<file path="config.mk">
export PLATFORM = sky130hd
export DESIGN_NAME = i2c_irq_ctrl
export DESIGN_NICKNAME = d
export VERILOG_FILES = /design/src/rtl/i2c_irq_pkg.sv /design/src/rtl/i2c_irq_rst_sync.sv /design/src/rtl/i2c_irq_status_bank.sv /design/src/rtl/i2c_irq_enable_reg.sv /design/src/rtl/i2c_irq_merge.sv /design/src/rtl/i2c_irq_ctrl.sv
export SDC_FILE = /design/constraint.sdc
export NUM_CORES = 1
export LEC_CHECK = 0
export CAP_MARGIN = 20
export CELL_PAD_IN_SITES_DETAIL_PLACEMENT = 1
export CELL_PAD_IN_SITES_GLOBAL_PLACEMENT = 1
export CORE_MARGIN = 4
export CORE_UTILIZATION = 30
export CTS_BUF_LIST = sky130_fd_sc_hd__clkbuf_8
export DETAILED_ROUTE_END_ITERATION = 6
export DONT_BUFFER_PORTS = 1
export PLACE_DENSITY = 0.6
export REMOVE_ABC_BUFFERS = 1
export SETUP_SLACK_MARGIN = 0.4
export SLEW_MARGIN = 15
export SYNTH_ARGS = -nofsm -noshare
export SYNTH_HDL_FRONTEND = slang
export SYNTH_SLANG_ARGS = --single-unit
</file>
<file path="constraint.sdc">
create_clock -name clk -period 2.25 [get_ports clk]
set_input_delay 0.45 -clock clk [delete_from_list [all_inputs] [get_ports clk]]
set_output_delay 0.45 -clock clk [all_outputs]
set_load 0.05 [all_outputs]
</file>
<file path="src/rtl/i2c_irq_pkg.sv">
package i2c_irq_pkg;
  localparam int unsigned EVT_W  = 8;
  localparam int unsigned LIVE_W = 2;
  localparam int unsigned FORCE_BIT = 7;
  localparam logic SEL_STATUS = 1'b0;
  localparam logic SEL_ENABLE = 1'b1;
endpackage

</file>
<file path="src/rtl/i2c_irq_rst_sync.sv">
module i2c_irq_rst_sync (
  input  logic clk,
  input  logic rst_n,
  output logic rst_sync_n
);
  logic [1:0] sync_q;

  always_ff @(posedge clk or negedge rst_n) begin
    if (!rst_n) sync_q <= 2'b00;
    else        sync_q <= {sync_q[0], 1'b1};
  end

  assign rst_sync_n = sync_q[1];
endmodule

</file>
<file path="src/rtl/i2c_irq_status_bank.sv">
module i2c_irq_status_bank #(
  parameter int unsigned EVT_W  = 8,
  parameter int unsigned LIVE_W = 2
) (
  input  logic                     clk,
  input  logic                     rst_n,
  input  logic [EVT_W-1:0]         evt_in,
  input  logic                     clr_en,
  input  logic [EVT_W-LIVE_W-1:0]  clr_bits,
  output logic [EVT_W-1:0]         status_o
);
  localparam int unsigned STK_W = EVT_W - LIVE_W;

  logic [STK_W-1:0] stk_q;
  logic [STK_W-1:0] stk_d;
  logic [STK_W-1:0] set_bits;
  logic             stk_en;

  assign set_bits = evt_in[EVT_W-1:LIVE_W];

  // an event at the same edge as its clear wins
  always_comb begin
    stk_d  = (stk_q & ~(clr_en ? clr_bits : '0)) | set_bits;
    stk_en = clr_en | (|set_bits);
  end

  always_ff @(posedge clk or negedge rst_n) begin
    if (!rst_n)      stk_q <= '0;
    else if (stk_en) stk_q <= stk_d;
  end

  generate
    if (LIVE_W > 0) begin : g_live
      assign status_o = {stk_q, evt_in[LIVE_W-1:0]};
    end else begin : g_nolive
      assign status_o = stk_q;
    end
  endgenerate
endmodule

</file>
<file path="src/rtl/i2c_irq_enable_reg.sv">
module i2c_irq_enable_reg #(
  parameter int unsigned EVT_W = 8
) (
  input  logic             clk,
  input  logic             rst_n,
  input  logic             wr_en,
  input  logic [EVT_W-1:0] wdata,
  output logic [EVT_W-1:0] enable_o
);
  logic [EVT_W-1:0] en_q;

  always_ff @(posedge clk or negedge rst_n) begin
    if (!rst_n)     en_q <= '0;
    else if (wr_en) en_q <= wdata;
  end

  assign enable_o = en_q;
endmodule

</file>
<file path="src/rtl/i2c_irq_merge.sv">
module i2c_irq_merge #(
  parameter int unsigned EVT_W     = 8,
  parameter int unsigned FORCE_BIT = 7
) (
  input  logic             clk,
  input  logic             rst_n,
  input  logic [EVT_W-1:0] status,
  input  logic [EVT_W-1:0] enable,
  input  logic             force_en,
  output logic             irq_o
);
  logic [EVT_W-1:0] eff_en;
  logic             irq_d;
  logic             irq_q;

  always_comb begin
    eff_en = enable;
    if (force_en) eff_en[FORCE_BIT] = 1'b1;
    irq_d = |(status & eff_en);
  end

  always_ff @(posedge clk or negedge rst_n) begin
    if (!rst_n) irq_q <= 1'b0;
    else        irq_q <= irq_d;
  end

  assign irq_o = irq_q;
endmodule

</file>
<file path="src/rtl/i2c_irq_ctrl.sv">
module i2c_irq_ctrl
  import i2c_irq_pkg::*;
#(
  parameter int unsigned N_EVT  = EVT_W,
  parameter int unsigned N_LIVE = LIVE_W
) (
  input  logic             clk,
  input  logic             rst_n,
  input  logic [N_EVT-1:0] evt_in,
  input  logic             cmpl_force_en,
  input  logic             reg_wr,
  input  logic             reg_addr,
  input  logic [N_EVT-1:0] reg_wdata,
  output logic [N_EVT-1:0] reg_rdata,
  output logic             irq
);
  logic             rst_sync_n;
  logic [N_EVT-1:0] status_w;
  logic [N_EVT-1:0] enable_w;
  logic             sts_wr;
  logic             en_wr;

  assign sts_wr = reg_wr && (reg_addr == SEL_STATUS);
  assign en_wr  = reg_wr && (reg_addr == SEL_ENABLE);

  i2c_irq_rst_sync u_rst (
    .clk        (clk),
    .rst_n      (rst_n),
    .rst_sync_n (rst_sync_n)
  );

  i2c_irq_status_bank #(.EVT_W(N_EVT), .LIVE_W(N_LIVE)) u_status (
    .clk      (clk),
    .rst_n    (rst_sync_n),
    .evt_in   (evt_in),
    .clr_en   (sts_wr),
    .clr_bits (reg_wdata[N_EVT-1:N_LIVE]),
    .status_o (status_w)
  );

  i2c_irq_enable_reg #(.EVT_W(N_EVT)) u_enable (
    .clk      (clk),
    .rst_n    (rst_sync_n),
    .wr_en    (en_wr),
    .wdata    (reg_wdata),
    .enable_o (enable_w)
  );

  i2c_irq_merge #(.EVT_W(N_EVT), .FORCE_BIT(FORCE_BIT)) u_merge (
    .clk      (clk),
    .rst_n    (rst_sync_n),
    .status   (status_w),
    .enable   (enable_w),
    .force_en (cmpl_force_en),
    .irq_o    (irq)
  );

  always_comb begin
    if (reg_addr == SEL_ENABLE) reg_rdata = enable_w;
    else                        reg_rdata = status_w;
  end
endmodule

</file>
### Word level (Yosys, flattened, before mapping)

Cells that the tools add are included.

| storage, ports and cells | value |
|---|---|
| flip-flop bits (word level) | 17 |
| output and inout bits | 9 |
| logic and storage cells | 17 |

| operators by class | value |
|---|---|
| multiplexer cells | 3 |
| bitwise operators | 6 |
| reduce and logical (&&, ||, !) cells | 4 |

Operators with widths:

| cell | count |
|---|---|
| $and A8 B8 Y8 | 1 |
| $mux W8 | 1 |
| $reduce_or A8 Y1 | 1 |
| $and A6 B6 Y6 | 1 |
| $mux W6 | 1 |
| $not A6 Y6 | 1 |
| $or A6 B6 Y6 | 1 |
| $reduce_or A6 Y1 | 1 |
| $logic_and A1 B1 Y1 | 2 |
| $mux W1 | 1 |
| $not A1 Y1 | 1 |
| $or A1 B1 Y1 | 1 |

### Logic depth before layout (Yosys ltp)

Gate-level depths: netlist of run 1.

| logic depth | value |
|---|---|
| word-level depth | 6 |
| mapped depth | 4 |

### Hierarchy

Synthesis of run 1 repeated with hierarchy kept, for this count alone.

| unflattened totals | value |
|---|---|
| cells, all modules | 57 |
| area, all modules | 834.6 um^2 |

Modules (own cells, without submodules):

| module | instances | cells each | area an instance (um^2) | seq. area each (um^2) |
|---|---|---|---|---|
| i2c_irq_enable_reg | 1 | 17 | 331.6 | 200.2 |
| i2c_irq_status_bank | 1 | 20 | 232.7 | 150.1 |
| i2c_irq_ctrl | 1 | 11 | 147.6 | 0.0 |
| i2c_irq_merge | 1 | 6 | 68.8 | 25.0 |
| i2c_irq_rst_sync | 1 | 3 | 53.8 | 50.0 |

### Least setup slack after synthesis of run 1

Ideal clock, no wire load.

| timing | value |
|---|---|
| path type | input -> output |
| start | input reg_addr |
| end | output reg_rdata[0] |
| arrival | 1.041 ns |
| path slack | 0.759 ns |
| stages on the path | 2 |
| buffers on the path | 1 |
| cell sequence | buf_6 > mux2_2 |

| between the ends | value |
|---|---|
| cells in the longest elaborated chain, start to end | 1 |

RTL lines:

| element | RTL line | source |
|---|---|---|
| start, declared | i2c_irq_ctrl.sv:12 | `input logic reg_addr,` |
| $mux W8 | i2c_irq_ctrl.sv:59 | `if (reg_addr == SEL_ENABLE) reg_rdata = enable_w;` |
| end, declared | i2c_irq_ctrl.sv:14 | `output logic [N_EVT-1:0] reg_rdata,` |

Every way passes these cells.

### Final worst setup path of run 1

| timing | value |
|---|---|
| start | register u_status.stk_q[2] |
| end | output reg_rdata[4] |

| between the ends | value |
|---|---|
| cells in the longest elaborated chain, start to end | 1 |

RTL lines:

| element | RTL line | source |
|---|---|---|
| start, declared | i2c_irq_status_bank.sv:14 | `logic [STK_W-1:0] stk_q;` |
| start signal, assigned | i2c_irq_status_bank.sv:29 | `else if (stk_en) stk_q <= stk_d;` |
| $mux W8 | i2c_irq_ctrl.sv:59 |  |

Every way passes these cells.

==> results.toml, run 1 <==
[drt]
drtAntennaViolNets = 0
wl_per_cell_um = 18.2
viasPerCell = 5.09
wl_um = 1570
vias = 438
drt_pre_antenna_iters = 4
drt_iter0_markers = 16
drc = 0

[final_layout]
final_cell_area_um2 = 830
fill_cells = 250
final_common_cell = "dfrtp_1"
fin_cells = 86
fin_nets = 80
area_delta_synth_final_pct = 10.5
layout-drive-gt1-share_pct = 36.2
n_antenna_cell = 0
layout_common_cells = "dfrtp_1 (17), mux2_2 (16), nand2_1 (6), a21o_1 (6), clkbuf_8 (3)"

[clock_network]
cts_tree = "built"
cts_buffers = 3
cts_resized = 0
h-tree-depth = 1
ctsLongestPathBuffers = 2
cts.clk_slew.worst_paths_ns = 0.06
worst_skew_pair.late_latency_ns = 0.25
cts_root_buffer = "clkbuf_8"
cts_sinks = 17

[yosys]
yosysWarnings = 0
ys_seq_area_share_pct = 56.7
synth_top_cell_by_area = "dfrtp_1"
netlist.area_leader.share_pct = 56.7
postSynthAreaPerCell_um2 = 13.9
synth-seq-cells = 17
synth_cells = 54
synth_xor_area_share_pct = 0
synth.area.mux_share_pct = 24.0
synthTopCellsByArea = "dfrtp_1 (57%), mux2_2 (24%), a21o_1 (6.0%), nand2_1 (3.0%), nor2b_4 (1.8%)"
netlist_area_um2 = 751
synth-adder-area-share_pct = 0
synth_top_family_by_area = "multiplexers"
synth_compound_area_share_pct = 10.3
synth-simple-area-share_pct = 7.00
yosysUniqueCellTypes = 13

[pwr]
vdd_drop_max_v = 0.000520
power_density_mw_per_mm2 = 863
cellLeakagePower_nw = 0.327

[sta]
finalSetupTns_ns = 0
fmax_ghz = 0.666
hold_viol = 0
period_needed_ns = 1.50
fin_crit_sh_pct = 66.7
finClkSkew_ns = 0.00388
setup_slack_ns = 0.749
slew_viol_final = 0
setup_viol = 0
relSlewSlack_pct = 59.5
rsz0062_at_grt = "false"
worstMarginPinSlew_ns = 0.608

[placement]
gp_congestion = 0.673
placed_area_um2 = 774
dp_cells = 81
pre_cts_slack_ns = 0.906
io_buffers = 0

[setup_path]
required_ns = 1.80
crit_buf_inv = 0
endpoint_kind = "primary output"
regToRegSetupSlack_ns = 1.16
worst-path-max-fanout = 3
arrival_ns = 1.05
critPathSlowestCell = "dfrtp_1"
critPathTopFamily = "flip-flops"
critPathMaxStageDelay_ns = 0.40
startpoint_type = "flip-flop"
criticalPathCategory = "flip-flop to primary output"
path_cells = "mux2_2"

[floorplanning]
io_pins = 30
core.rowCount = 17
die-area_mm2 = 0.00337
start_util_pct = 32.7
core_region_area_mm2 = 0.00230
fp.dieW_um = 58.0
die_y_um = 58.0

[global_routing]
antenna_found_initial = 0
grt_pass1_vias = 498
grt.overflow.total = 0
grt_pass1_wl_um = 2550
grt_usage_pct = 10.6
grt_max_degree = 16

[status]
status = "complete, no violations"

[hold_path]
worstHoldPathType = "flip-flop to async pin"

[job]
maxCapViolations = 0
## routing by layer
layer	vias up	track usage, %	part of all wire [%]
li1	201	-	-
met1	216	11.6	41
met2	19	16.5	47
met3	2	6.90	11
met4	0	3.97	0.89
met5	-	0	0
## synth_stat cells
master	n
a21o_1	6
a221oi_1	1
a222oi_1	1
a22o_1	1
buf_6	1
conb_1	1
dfrtp_1	17
mux2_2	16
nand2_1	6
nand2_4	1
nand3_1	1
nor2b_4	1
o21ai_0	1
## metrics by stage
| step | hold slack (ns) | power [mW] | util (%) |
|---|---|---|---|
| 2_1_floorplan | 0.154 | 0.488 | - |
| 3_3_place_gp | 0.154 | 0.504 | 33.7 |
| 3_5_place_dp | 0.154 | 0.507 | 33.7 |
| 4_1_cts | 0.286 | 0.731 | 36.1 |
| 5_1_grt | 0.283 | 0.759 | 36.1 |
| 6_report | 0.247 | 0.716 | 36.1 |
## cell families (layout without fill, tap and decap cells)
family,Yosys count,count (layout)
other,1,1
muxes,16,16
AOI/OAI and AO/OA,10,10
DFF,17,17
buffers and inverters,1,5
and+or+nand+nor,9,9
## sequential cells by signal, summed over array words and instances, names as in the netlist
register           flops
u_rst.sync_q           2
u_merge.irq_o          1
u_status.stk_q         6
u_enable.enable_o      8
## path summary, 6_finish.rpt
path	start	depth (start not counted)	end
max	u_status.stk_q[2]	1	reg_rdata[4]
min	u_rst.sync_q[1]	0	u_enable.enable_o[0]
max reg2reg	u_enable.enable_o[2]	3	u_merge.irq_o
min reg2reg	u_rst.sync_q[1]	0	u_enable.enable_o[0]
max in group asynchronous	u_rst.sync_q[1]	0	u_status.stk_q[4]
min in group clk	evt_in[5]	1	u_status.stk_q[3]
## area by class of cell
type | count | area (um^2) | area share, %
Timing Repair Buffer | 1 | 10.0 | 1.21
Sequential cell | 17 | 425 | 51.3
Clock inverter | 1 | 3.75 | 0.452
Multi-Input combinational cell | 36 | 314 | 37.9
Clock buffer | 3 | 41.3 | 4.98
Tap cell | 28 | 35.0 | 4.22
## what timing repair did
| action | CTS | global route |
|---|---|---|
| setup endpoints to repair | 0 | 0 |
| buffers inserted | 0 | 0 |
| hold buffers | 1 | 0 |
| endpoints found under the hold margin | 2 | 0 |
## report_power, final
part	internal [mW]	leakage, nW	switching [mW]
sequential	0.335	0.183	0.0264
clock	0.121	0.0269	0.0942
combinational	0.0487	0.117	0.0909
total	0.504	0.327	0.212
No activity file was read; power rests on OpenSTA's default activity.
==> run 2, diff against run 1 <==
--- a/config.mk
+++ b/config.mk
@@ -5,6 +5,7 @@
 export SDC_FILE = /design/constraint.sdc
 export NUM_CORES = 1
 export LEC_CHECK = 0
+export ABC_AREA = 1
 export CAP_MARGIN = 20
 export CELL_PAD_IN_SITES_DETAIL_PLACEMENT = 1
 export CELL_PAD_IN_SITES_GLOBAL_PLACEMENT = 1
@@ -13,7 +14,7 @@
 export CTS_BUF_LIST = sky130_fd_sc_hd__clkbuf_8
 export DETAILED_ROUTE_END_ITERATION = 6
 export DONT_BUFFER_PORTS = 1
-export PLACE_DENSITY = 0.6
+export PLACE_DENSITY = 0.66
 export REMOVE_ABC_BUFFERS = 1
 export SETUP_SLACK_MARGIN = 0.4
 export SLEW_MARGIN = 15
==> constraint.sdc (replaced) <==
create_clock -name clk -period 1.2 [get_ports clk]
set_input_delay 0.24 -clock clk [delete_from_list [all_inputs] [get_ports clk]]
set_output_delay 0.24 -clock clk [all_outputs]
set_load 0.05 [all_outputs]
==> results.toml, run 2 <==
[placement]
hpwl_um = 1450
dp_cells = 141
pre_cts_slack_ns = 0.211
io_buffers = 0
gp_congestion = 0.681

[drt]
drc = 0
viasPerCell = 4.63
drtAntennaViolNets = 0
drt_pre_antenna_iters = 3
vias = 768
drt_iter0_markers = 15
wl_per_cell_um = 13.2
wl_um = 2180

[hold_path]
min_from = "evt_in[3]"
worstHoldPathType = "primary input to flip-flop"
holdPathStages = 2
hold_path_end = "u_status.stk_q[1]"

[global_routing]
antenna_found_initial = 0
grt_pass1_wl_um = 3310
grt_max_degree = 16
grt_usage_pct = 12.1
grt_pass1_vias = 772
grt.overflow.total = 0

[final_layout]
layout_common_cells = "nand2_1 (38), buf_6 (17), dfrtp_1 (16), nand2_2 (14), inv_1 (13)"
largest_reg_flops = 8
final_common_cell = "nand2_1"
n_antenna_cell = 0
layout-drive-gt1-share_pct = 42.6
fin_cells = 166
area_delta_synth_final_pct = 55.5
postLayoutCoreUtil_pct = 49.5
fin_nets = 158

[setup_path]
r2r_start = "u_status.stk_q[4]"
criticalPathCategory = "flip-flop to primary output"
startpoint_type = "flip-flop"
worst-path-max-fanout = 2
required_ns = 0.96
reg2reg_depth = 6
arrival_ns = 0.94
regToRegSetupSlack_ns = 0.15
rr_endpoint = "u_merge.irq_o"
endpoint_kind = "primary output"

[job]
maxCapViolations = 0

[floorplanning]
start_util_pct = 31.8
fp.dieW_um = 59.7
core.rowCount = 18
die_y_um = 59.7
core_region_area_mm2 = 0.00252
io_pins = 30
die-area_mm2 = 0.00356

[yosys]
ys_seq_area_share_pct = 53.0
synthTopCellsByArea = "dfrtp_1 (53%), nand2_1 (24%), o21ai_2 (6.6%), inv_1 (6.1%), o21ai_0 (4.4%)"
synth_top_cell_by_area = "dfrtp_1"
yosysMostFrequentCell = "nand2_1"
synthTopCellsByCount = "nand2_1 (51), dfrtp_1 (17), inv_1 (13)"
synth_edf_count = 0
synth_cells = 104
yosysWarnings = 0
netlist_area_um2 = 802
yosysUniqueCellTypes = 12
netlist.area_leader.share_pct = 53.0
ys.flop_type = "dfrtp_1"
synth-seq-cells = 17
postSynthAreaPerCell_um2 = 7.71
async_flop_share_pct = 100

[pwr]
vdd_drop_max_v = 0.000891
cellLeakagePower_nw = 0.652
power_mw = 1.60
power_density_mw_per_mm2 = 1290

[clock_network]
worst_skew_pair.late_latency_ns = 0.25
ctsLongestPathBuffers = 2
cts.clk_slew.worst_paths_ns = 0.07
cts_root_buffer = "clkbuf_8"
h-tree-depth = 1
cts_buffers = 3
cts_sinks = 17
cts_tree = "built"

[sta]
finClkSkew_ns = 0.00303
fmax_ghz = 0.848
hold_viol = 0
slew_viol_final = 0
rsz0062_at_grt = "true"
setup_slack_ns = 0.0211
setup_viol = 0
fin_crit_sh_pct = 98.2
holdWs_ns = 0.0814
period_needed_ns = 1.18

[status]
status = "complete, no violations"
==> run 2: cell types whose count changed after synthesis, moves of 2 or more <==
cell,before,now
nand2_1,6,51
a21o_1,6,0
o21ai_2,0,6
mux2_2,16,0
inv_1,0,13
nor2_1,0,2
o21ai_0,1,7
nand3_1,1,3
==> run 2: cells by family after synthesis <==
family	Yosys count	synth area share [%]
and+or+nand+nor	57	27.5
buffers and inverters	16	8.11
other	1	0.468
DFF	17	53.0
AOI/OAI and AO/OA	13	10.9
==> run 2: how the worst max path moves through the flow <==
stage | startpoint | endpoint | slack (ns) | cells after the start
2_1_floorplan | u_enable.enable_o[0] | reg_rdata[0] | 0.23 | 2
4_1_cts | u_status.stk_q[4] | reg_rdata[6] | 0.01 | 3
6_report | u_status.stk_q[3] | reg_rdata[5] | 0.02 | 3
3_5_place_dp | reg_addr | u_status.stk_q[4] | 0.21 | 4
5_1_grt | u_status.stk_q[2] | reg_rdata[4] | -0.03 | 3
3_3_place_gp | reg_addr | u_status.stk_q[0] | 0.22 | 4
==> run 2: timing repair <==
| action | 4_1_cts | 5_1_grt |
|---|---|---|
| buffers inserted | 13 | 7 |
| endpoints found under the hold margin | 2 | 0 |
| hold buffers | 1 | 0 |
| resized for setup | 14 | 23 |
| cloned | 0 | 0 |
| pin swaps | 14 | 17 |
| endpoints found under the setup margin | 10 | 13 |
==> run 2: stage by stage <==
stage | cell area (um^2) | TNS, ns
after CTS | 1130 | 0
after detailed placement | 932 | 0
after global placement | 932 | 0
after global routing | 1250 | -0.129
after floorplan | 790 | 0
final | 1250 | 0
==> run 2: critical path, stage by stage, from the launching register on <==
cell	delay [ns]
dfrtp_1	0.39
nand2_1	0.07
nand2_1	0.07
buf_6	0.15
==> run 2: cell type report <==
class                      count  area [um^2]
multi-input combinational     71          355
inverter                      14         52.6
clock inverter                 1         5.00
sequential                    17          427
tap                           30         37.5
clock buffer                   3         41.3
fill                         301         1270
timing repair buffer          30          329
==> run 2: layer usage <==
layer / wire length, um / vias up / track usage [%]
met3: 102 / 2 / 3.02
met5: 0 / - / 0
li1: - / 375 / -
met2: 1160 / 17 / 20.8
met4: 11 / 0 / 2.85
met1: 911 / 374 / 15.0
==> run 2: report_power, final <==
part | switching [mW] | leakage [nW] | internal (mW) | total, mW
sequential | 0.0402 | 0.188 | 0.623 | 0.663
combinational | 0.270 | 0.439 | 0.248 | 0.518
clock | 0.193 | 0.0255 | 0.230 | 0.423
==> run 3, diff against run 2 <==
--- a/config.mk
+++ b/config.mk
@@ -12,9 +12,10 @@
 export CORE_MARGIN = 4
 export CORE_UTILIZATION = 30
 export CTS_BUF_LIST = sky130_fd_sc_hd__clkbuf_8
+export CTS_CLUSTER_SIZE = 14
 export DETAILED_ROUTE_END_ITERATION = 6
 export DONT_BUFFER_PORTS = 1
-export PLACE_DENSITY = 0.66
+export PLACE_DENSITY = 0.64
 export REMOVE_ABC_BUFFERS = 1
 export SETUP_SLACK_MARGIN = 0.4
 export SLEW_MARGIN = 15
==> constraint.sdc (replaced) <==
create_clock -name clk -period 1.5 [get_ports clk]
set_input_delay 0.3 -clock clk [delete_from_list [all_inputs] [get_ports clk]]
set_output_delay 0.3 -clock clk [all_outputs]
set_load 0.05 [all_outputs]
==> results.toml, run 3 (synthesis gave the netlist of run 2 again) <==
[drt]
wl_per_cell_um = 13.7
drt_pre_antenna_iters = 3
vias = 676
viasPerCell = 4.60
wl_um = 2020
drtAntennaViolNets = 0
drt_iter0_markers = 18
drc = 0

[setup_path]
worst-path-max-fanout = 2
startpoint_type = "flip-flop"
required_ns = 1.20
critPathMaxStageDelay_ns = 0.37
path_cells = "nand2_2, nand2_4"
regToRegSetupSlack_ns = 0.54
endpoint_kind = "primary output"
criticalPathCategory = "flip-flop to primary output"
arrival_ns = 0.88
critPathSlowestCell = "dfrtp_1"

[sta]
setup_slack_ns = 0.325
finClkSkew_ns = 0.00313
slew_viol_final = 0
hold_viol = 0
period_needed_ns = 1.18
fmax_ghz = 0.851
finalSetupTns_ns = 0
fin_crit_sh_pct = 78.3
setup_viol = 0
rsz0062_at_grt = "true"
worstMarginPinSlew_ns = 0.643
relSlewSlack_pct = 57.1

[status]
status = "complete, no violations"

[final_layout]
n_antenna_cell = 0
layout-drive-gt1-share_pct = 38.5
largest_reg_flops = 8
postLayoutCoreUtil_pct = 41.8
layout_common_cells = "nand2_1 (29), dfrtp_1 (16), nand2_2 (15), inv_1 (13), buf_4 (10)"
multiInputGateArea_um2 = 407
fin_nets = 139
seq_area_um2 = 427
final_common_cell = "nand2_1"
fill_cells = 304
fin_cells = 147
area_delta_synth_final_pct = 31.5

[pwr]
power_mw = 1.17
cellLeakagePower_nw = 0.537
vdd_drop_max_v = 0.000792
switching_share_pct = 33.5
p_int_uw = 774
seq_power_share_pct = 46.5
p_clk_share_pct = 29.4
power_density_mw_per_mm2 = 1100
comb_power_share_pct = 24.0
p_switching_uw = 391

[clock_network]
h-tree-depth = 1
cts_sinks = 17
cts.clk_slew.worst_paths_ns = 0.07
worst_skew_pair.late_latency_ns = 0.25
cts_root_buffer = "clkbuf_8"
cts_tree = "built"
ctsLongestPathBuffers = 2
cts_buffers = 3

[floorplanning]
fp.dieW_um = 59.7
die-area_mm2 = 0.00356
start_util_pct = 31.8
core.rowCount = 18
die_y_um = 59.7
io_pins = 30
core_region_area_mm2 = 0.00252

[global_routing]
grt_max_degree = 16
grt_pass1_wl_um = 3270
antenna_found_initial = 0
grt_usage_pct = 12.7
grt_pass1_vias = 702
grt.overflow.total = 0

[hold_path]
worstHoldPathType = "primary input to flip-flop"

[placement]
pre_cts_slack_ns = 0.340
dp_cells = 132
gp_congestion = 0.744
hpwl_um = 1390
io_buffers = 0

[job]
maxCapViolations = 0
-- run 3: path summary, 6_finish.rpt --
| kind | from | endpoint | depth (start not counted) |
|---|---|---|---|
| max in group asynchronous | u_rst.sync_q[1] | u_merge.irq_o | 0 |
| min reg2reg | u_rst.sync_q[1] | u_enable.enable_o[3] | 0 |
| min in group asynchronous | u_rst.sync_q[1] | u_enable.enable_o[3] | 0 |
| max reg2reg | u_enable.enable_o[5] | u_merge.irq_o | 5 |
| max | u_status.stk_q[4] | reg_rdata[6] | 2 |
| min | evt_in[2] | u_status.stk_q[0] | 2 |
-- run 3: metal layers --
metal / GRT usage [%] / part of all wire (%)
met2: 21.8 / 52
met1: 15.4 / 41
met4: 4.75 / 0.84
met3: 2.59 / 5.9
met5: 0 / 0
-- run 3: repair_timing --
item | 4_1_cts | 5_1_grt
endpoints found under the hold margin | 2 | 0
resized for setup | 31 | 0
setup buffers | 10 | 0
pin swaps | 12 | 6
hold buffers | 1 | 0
setup endpoints to repair | 9 | 8
-- run 3: cell type report --
class / count / share of cell area, %
clock buffer: 3 / 3.91
clock inverter: 1 / 0.474
inverter: 14 / 4.98
multi-input combinational: 71 / 38.6
sequential: 17 / 40.5
tap: 30 / 3.56
timing repair buffer: 11 / 8.07
-- run 3: power groups by stage --
stage / clock network, mW / logic [mW] / registers (mW)
2_1_floorplan: 0 / 0.181 / 0.538
3_3_place_gp: 0 / 0.200 / 0.548
3_5_place_dp: 0 / 0.204 / 0.549
4_1_cts: 0.356 / 0.283 / 0.541
5_1_grt: 0.376 / 0.306 / 0.548
6_report: 0.343 / 0.280 / 0.542
-- run 3: worst max-delay path: cells and delay by family, from the launching register on --
kind             cells  cell delay [ns]
flip-flops           1             0.37
AND/OR/NAND/NOR      2             0.25
-- run 3: stage by stage --
step	cell area, um^2	hold WS, ns
after CTS	1050	0.142
final	1050	0.146
after global placement	827	0.00447
after global routing	1050	0.139
after floorplan	790	0.00441
after detailed placement	827	0.00447
